--- config.mk ---
export PLATFORM = sky130hd
export DESIGN_NAME = led_blink_ctrl
export DESIGN_NICKNAME = d
export VERILOG_FILES = /design/src/rtl/led_blink_pkg.sv /design/src/rtl/led_tick_gen.sv /design/src/rtl/led_mode_regs.sv /design/src/rtl/led_channel.sv /design/src/rtl/led_blink_ctrl.sv
export SDC_FILE = /design/constraint.sdc
export NUM_CORES = 1
export LEC_CHECK = 0
export BUFFER_PORTS_ARGS = -buffer_cell sky130_fd_sc_hd__buf_2
export CAP_MARGIN = 10
export CORE_ASPECT_RATIO = 0.5
export CORE_MARGIN = 5
export CORE_UTILIZATION = 35
export DETAILED_ROUTE_END_ITERATION = 8
export PLACE_DENSITY = 0.66
export SYNTH_ARGS = -nofsm -noshare
export SYNTH_HDL_FRONTEND = slang
export SYNTH_SLANG_ARGS = --single-unit
--- constraint.sdc ---
create_clock -name clk -period 1.83 [get_ports clk]
set_input_delay 0.183 -clock clk [delete_from_list [all_inputs] [get_ports clk]]
set_output_delay 0.183 -clock clk [all_outputs]
set_load 0.05 [all_outputs]
--- src/rtl/led_blink_pkg.sv ---
`timescale 1ns/1ps
package led_blink_pkg;

  typedef enum logic [1:0] {
    MODE_DARK = 2'b00,
    MODE_EVEN = 2'b01,
    MODE_SLOW = 2'b10,
    MODE_LIT  = 2'b11
  } led_mode_e;

  localparam int MODE_W  = 2;
  localparam int PHASE_W = 2;

  // Lit/dark for a mode at a given tick phase (phase counts ticks since restart, mod 4).
  function automatic logic led_pattern(led_mode_e mode, logic [PHASE_W-1:0] phase);
    case (mode)
      MODE_DARK: return 1'b0;
      MODE_EVEN: return ~phase[0];
      MODE_SLOW: return (phase == '0);
      default:   return 1'b1;
    endcase
  endfunction

endpackage

--- src/rtl/led_tick_gen.sv ---
`timescale 1ns/1ps
module led_tick_gen #(
  parameter int TICK_CYC = 8
) (
  input  logic clk,
  input  logic rst_n,
  output logic tick
);
  localparam int CNT_W = (TICK_CYC > 1) ? $clog2(TICK_CYC) : 1;
  localparam logic [CNT_W-1:0] LAST = CNT_W'(TICK_CYC - 1);

  logic [CNT_W-1:0] cnt_q;

  assign tick = (cnt_q == LAST);

  always_ff @(posedge clk) begin
    if (!rst_n)    cnt_q <= '0;
    else if (tick) cnt_q <= '0;
    else           cnt_q <= cnt_q + 1'b1;
  end
endmodule

--- src/rtl/led_mode_regs.sv ---
`timescale 1ns/1ps
module led_mode_regs
  import led_blink_pkg::*;
#(
  parameter int NUM_LEDS = 2,
  parameter int ADDR_W   = 2,
  parameter int DATA_W   = 8
) (
  input  logic                          clk,
  input  logic                          rst_n,
  input  logic [ADDR_W-1:0]             addr,
  input  logic                          we,
  input  logic [DATA_W-1:0]             wdata,
  output logic [DATA_W-1:0]             rdata,
  output led_mode_e [NUM_LEDS-1:0]      mode,
  output logic [NUM_LEDS-1:0]           restart
);
  localparam int RSVD_W = DATA_W - MODE_W;

  led_mode_e [NUM_LEDS-1:0] mode_q;
  led_mode_e                wmode;

  assign wmode = led_mode_e'(wdata[MODE_W-1:0]);
  assign mode  = mode_q;

  for (genvar i = 0; i < NUM_LEDS; i++) begin : g_reg
    logic hit;
    assign hit        = we && (addr == ADDR_W'(i));
    assign restart[i] = hit && (wmode != mode_q[i]);

    always_ff @(posedge clk) begin
      if (!rst_n)   mode_q[i] <= MODE_DARK;
      else if (hit) mode_q[i] <= wmode;
    end
  end

  always_comb begin
    rdata = '0;
    for (int i = 0; i < NUM_LEDS; i++) begin
      if (addr == ADDR_W'(i)) rdata = {{RSVD_W{1'b0}}, mode_q[i]};
    end
  end
endmodule

--- src/rtl/led_channel.sv ---
`timescale 1ns/1ps
module led_channel
  import led_blink_pkg::*;
(
  input  logic      clk,
  input  logic      rst_n,
  input  logic      tick,
  input  led_mode_e mode,
  input  logic      restart,
  output logic      pending,
  output logic      led
);
  logic [PHASE_W-1:0] phase_q;
  logic               pend_q;
  logic               led_q;

  assign pending = pend_q;
  assign led     = led_q;

  always_ff @(posedge clk) begin
    if (!rst_n) begin
      pend_q  <= 1'b0;
      phase_q <= '0;
      led_q   <= 1'b0;
    end else begin
      if (restart)   pend_q <= 1'b1;
      else if (tick) pend_q <= 1'b0;

      if (tick) phase_q <= pend_q ? '0 : phase_q + 1'b1;

      led_q <= pend_q ? (mode == MODE_LIT) : led_pattern(mode, phase_q);
    end
  end
endmodule

--- src/rtl/led_blink_ctrl.sv ---
`timescale 1ns/1ps
module led_blink_ctrl
  import led_blink_pkg::*;
#(
  parameter int CLK_HZ   = 50_000_000,
  parameter int NUM_LEDS = 2,
  parameter int ADDR_W   = 2,
  parameter int DATA_W   = 8
) (
  input  logic                clk,
  input  logic                rst_n,
  input  logic [ADDR_W-1:0]   reg_addr,
  input  logic                reg_we,
  input  logic [DATA_W-1:0]   reg_wdata,
  output logic [DATA_W-1:0]   reg_rdata,
  output logic [NUM_LEDS-1:0] led_out
);
  localparam int TICK_CYC = CLK_HZ / 2;

  logic                     tick_w;
  led_mode_e [NUM_LEDS-1:0] mode_w;
  logic [NUM_LEDS-1:0]      restart_w;
  logic [NUM_LEDS-1:0]      pend_w;

  led_tick_gen #(.TICK_CYC(TICK_CYC)) u_tick (
    .clk(clk), .rst_n(rst_n), .tick(tick_w)
  );

  led_mode_regs #(.NUM_LEDS(NUM_LEDS), .ADDR_W(ADDR_W), .DATA_W(DATA_W)) u_regs (
    .clk(clk), .rst_n(rst_n), .addr(reg_addr), .we(reg_we), .wdata(reg_wdata),
    .rdata(reg_rdata), .mode(mode_w), .restart(restart_w)
  );

  for (genvar i = 0; i < NUM_LEDS; i++) begin : g_ch
    led_channel u_ch (
      .clk(clk), .rst_n(rst_n), .tick(tick_w), .mode(mode_w[i]),
      .restart(restart_w[i]), .pending(pend_w[i]), .led(led_out[i])
    );
  end
endmodule

==> metrics.txt <==
worst setup path category flip-flop to flip-flop; utilization after layout 44.00%; clock buffer depth 2; internal power 1.155 mW; achievable clock frequency 0.5638 GHz; HPWL after DPL 2490 µm; Avg Cell Area, Syn 8.836 µm²; Mapped Area 1847 µm²; PortBufs 10; Critical Path RT 2050 ps; gpl congestion 0.7978; Switching Share 24.48%; fin crit share 96.93%; slowest stage delay, CP 460 ps; Clock Sinks 37; chip width 112.7 µm; Synth cell types 38; io pins 23; Post-synth EDFFs 0; Via-to-Cell Ratio 5.177; total negative slack 0 ps; pre-CTS WS -14.25 ps; drt total wl 3644 µm; DR iter-0 viols 45; Hold Vio Cnt, Final 0; power per cell area 692.0 nW/µm²; Area contributors post-synth dfxtp_1, xor2_1, or4_1; Die Ht 61.37 µm; Flop pwr share 54.2%; Clock transition at path regs 80 ps; clock skew 6.393 ps; total power 1.529 mW; post-synth top area share 40.11%; Worst Setup Start Kind flip-flop; prevailing post-synth register cell dfxtp_1; total track usage 11.29%; Reg area 750.7 µm²; cell-by-cell trace of the critical path ha_4 > and4_4 > nand4_1 > buf_6 > or4_4 > a21boi_1; leak pwr 0.7851 nW; number of placement rows 18; Sw Pwr 0.3743 mW; FILL cells 481; area delta synth->final 19.65%; Gate power share 7.5%; later-pin clock latency in the skew report 290 ps; CP endpoint kind flip-flop; die area 6917 µm²; cts bufs inserted 5; HP Class input port to flip-flop; initial antenna violation count 0; sequential share of the synthesized area 40.11%; clock network power share 38.3%; Antenna Diode Count 0; routed length per placed instance 11.95 µm; starting density of the core 36.77%; R2R cell count 6; max-cap violation count 0; FFs w/ async S/R, synth 0%; Vias 1579; DRC 0; clk root buf clkbuf_8; Max FO, Critical Path 6; status finished, final reports clean; total gr overflow 0; H-tree levels 2; count of state elements after synthesis 37; multi-input logic area 1033 µm²; Pre-antenna DRT Iters 5; WHS Path Cells 3; vias in the first global route 1422; Critical-path top delay cell or4_4; global-route wire length before repair 6127 µm; Syn Inst Count 209; layout cells sized above 1 25.11%; RSZ-0062 raised after global routing yes; Worst Slack Setup Final 56.26 ps; peak supply drop 0.2895 mV; Syn. warnings 0; minimum clock period 1774 ps; largest net degree at the start of global routing 25; Cell Count, Final, Fillers Out 305; Placed Instances 292; core area 5022 µm²; nets 251; CTS tree done; Setup Viol. Count Final 0; Worst Path Arrival 1990 ps; Yosys top cell by area dfxtp_1; Slew Limit Fails 0; number of antenna-violating nets in the routed design 0
[per-stage QoR]
step | cell area (µm²) | hold slack (ps)
after floorplan | 1871 | 336.8
after CTS | 2136 | 223.8
after detailed placement | 2024 | 471.7
final | 2210 | 228.0
after global placement | 2024 | 462.3
after global routing | 2210 | 258.7
[repair_timing]
action / in CTS / in global routing
pin swaps: 1 / 6
hold buffers: 0 / 0
setup buffers: 2 / 2
endpoints found under the setup margin: 7 / 11
hold endpoints to repair: 0 / 0
gates resized for setup: 5 / 17
cloned: 0 / 2
[kinds of logic (layout without fill, tap and decap cells)]
kind of cell / count (synthesis) / after routing / synth area share (%)
other: 1 / 6 / 0.2031
buffers and inverters: 27 / 47 / 7.656
AO/OA/AOI/OAI: 43 / 43 / 14.63
XOR/XNOR: 15 / 15 / 7.114
AND/OR/NAND/NOR: 77 / 78 / 25.00
multiplexers: 6 / 6 / 3.252
adder cells (fa/ha/maj): 3 / 3 / 2.033
flip-flops: 37 / 37 / 40.11
[registers in the layout, indices dropped and copies added, names as in the netlist]
name and flops:
g_ch.u_ch.led 2, g_ch.u_ch.pending 2, g_ch.u_ch.phase_q 4, u_regs.mode 4
u_tick.cnt_q 25
[per-layer routing]
| layer | track usage [%] | vias to the layer above | share of wire (%) |
|---|---|---|---|
| li1 | - | 797 | - |
| met1 | 12.35 | 754 | 48 |
| met2 | 20.54 | 24 | 46 |
| met3 | 3.337 | 4 | 4.5 |
| met4 | 6.164 | 0 | 1.8 |
| met5 | 0 | - | 0 |
[path summary, 6_finish.rpt]
kind	from	to	slack, ps
min	reg_wdata[0]	u_regs.mode[0]	230
max reg2reg	u_tick.cnt_q[0]	g_ch[0].u_ch.phase_q[0]	60
max	u_tick.cnt_q[0]	g_ch[0].u_ch.phase_q[0]	60
min reg2reg	g_ch[1].u_ch.phase_q[1]	g_ch[1].u_ch.phase_q[1]	480
[power by group through the flow]
| stage | registers, mW | logic, mW | clock network [mW] |
|---|---|---|---|
| detailed placement | 0.846 | 0.113 | 0 |
| CTS | 0.827 | 0.113 | 0.604 |
| finish | 0.829 | 0.114 | 0.586 |
| global placement | 0.846 | 0.110 | 0 |
| floorplan | 0.845 | 0.0903 | 0 |
| global route | 0.831 | 0.127 | 0.647 |
[synth_stat cells (2+ instances only)]
library cell	number
dfxtp_1	37
nor2_1	14
xor2_1	13
or4_1	12
inv_1	11
nand3_1	11
o21ai_0	11
a21oi_1	10
o31ai_1	10
buf_4	8
nand2_1	8
nand4_1	7
a21boi_0	6
mux2i_1	6
clkbuf_1	5
and2_1	4
nor2b_1	4
and4_1	3
ha_1	3
or4_4	3
a21oi_2	2
a22oi_1	2
and3_1	2
buf_2	2
xnor2_1	2
[critical path: cells and delay by family, from the launching register on]
kind | cells | cell delay [ps]
buf+inv | 1 | 190
compound gates | 1 | 130
simple gates | 3 | 890
fa+ha+maj | 1 | 130
flops | 1 | 360
[cells in the final DEF, fill, tap and decap left out, types with 2 or more instances in the layout]
master	Yosys	layout
a21oi_1	10	9
xor2_1	13	13
nand2_1	8	7
a22oi_1	2	2
nor2b_1	4	4
and3_1	2	2
dfxtp_2	0	5
conb_1	1	6
nor2_1	14	14
buf_4	8	16
nand3_1	11	9
mux2i_1	6	6
buf_2	2	11
a21boi_1	0	4
a21oi_2	2	3
o21ai_0	11	11
or4_4	3	5
ha_1	3	2
or4_1	12	11
nand3_2	0	2
inv_1	11	11
and2_1	4	4
o31ai_1	10	10
a21boi_0	6	2
dfxtp_1	37	31
xnor2_1	2	2
and4_1	3	2
clkbuf_8	0	6
nand4_1	7	7
[layout make-up]
class / instances / share of cell area [%]
Clock buffer: 6 / 3.737
Clock inverter: 1 / 0.3398
Inverter: 11 / 1.869
Multi-Input combinational cell: 151 / 46.77
Sequential cell: 37 / 33.98
Tap cell: 70 / 3.964
Timing Repair Buffer: 29 / 9.343
No activity file was read; power rests on OpenSTA's default activity.
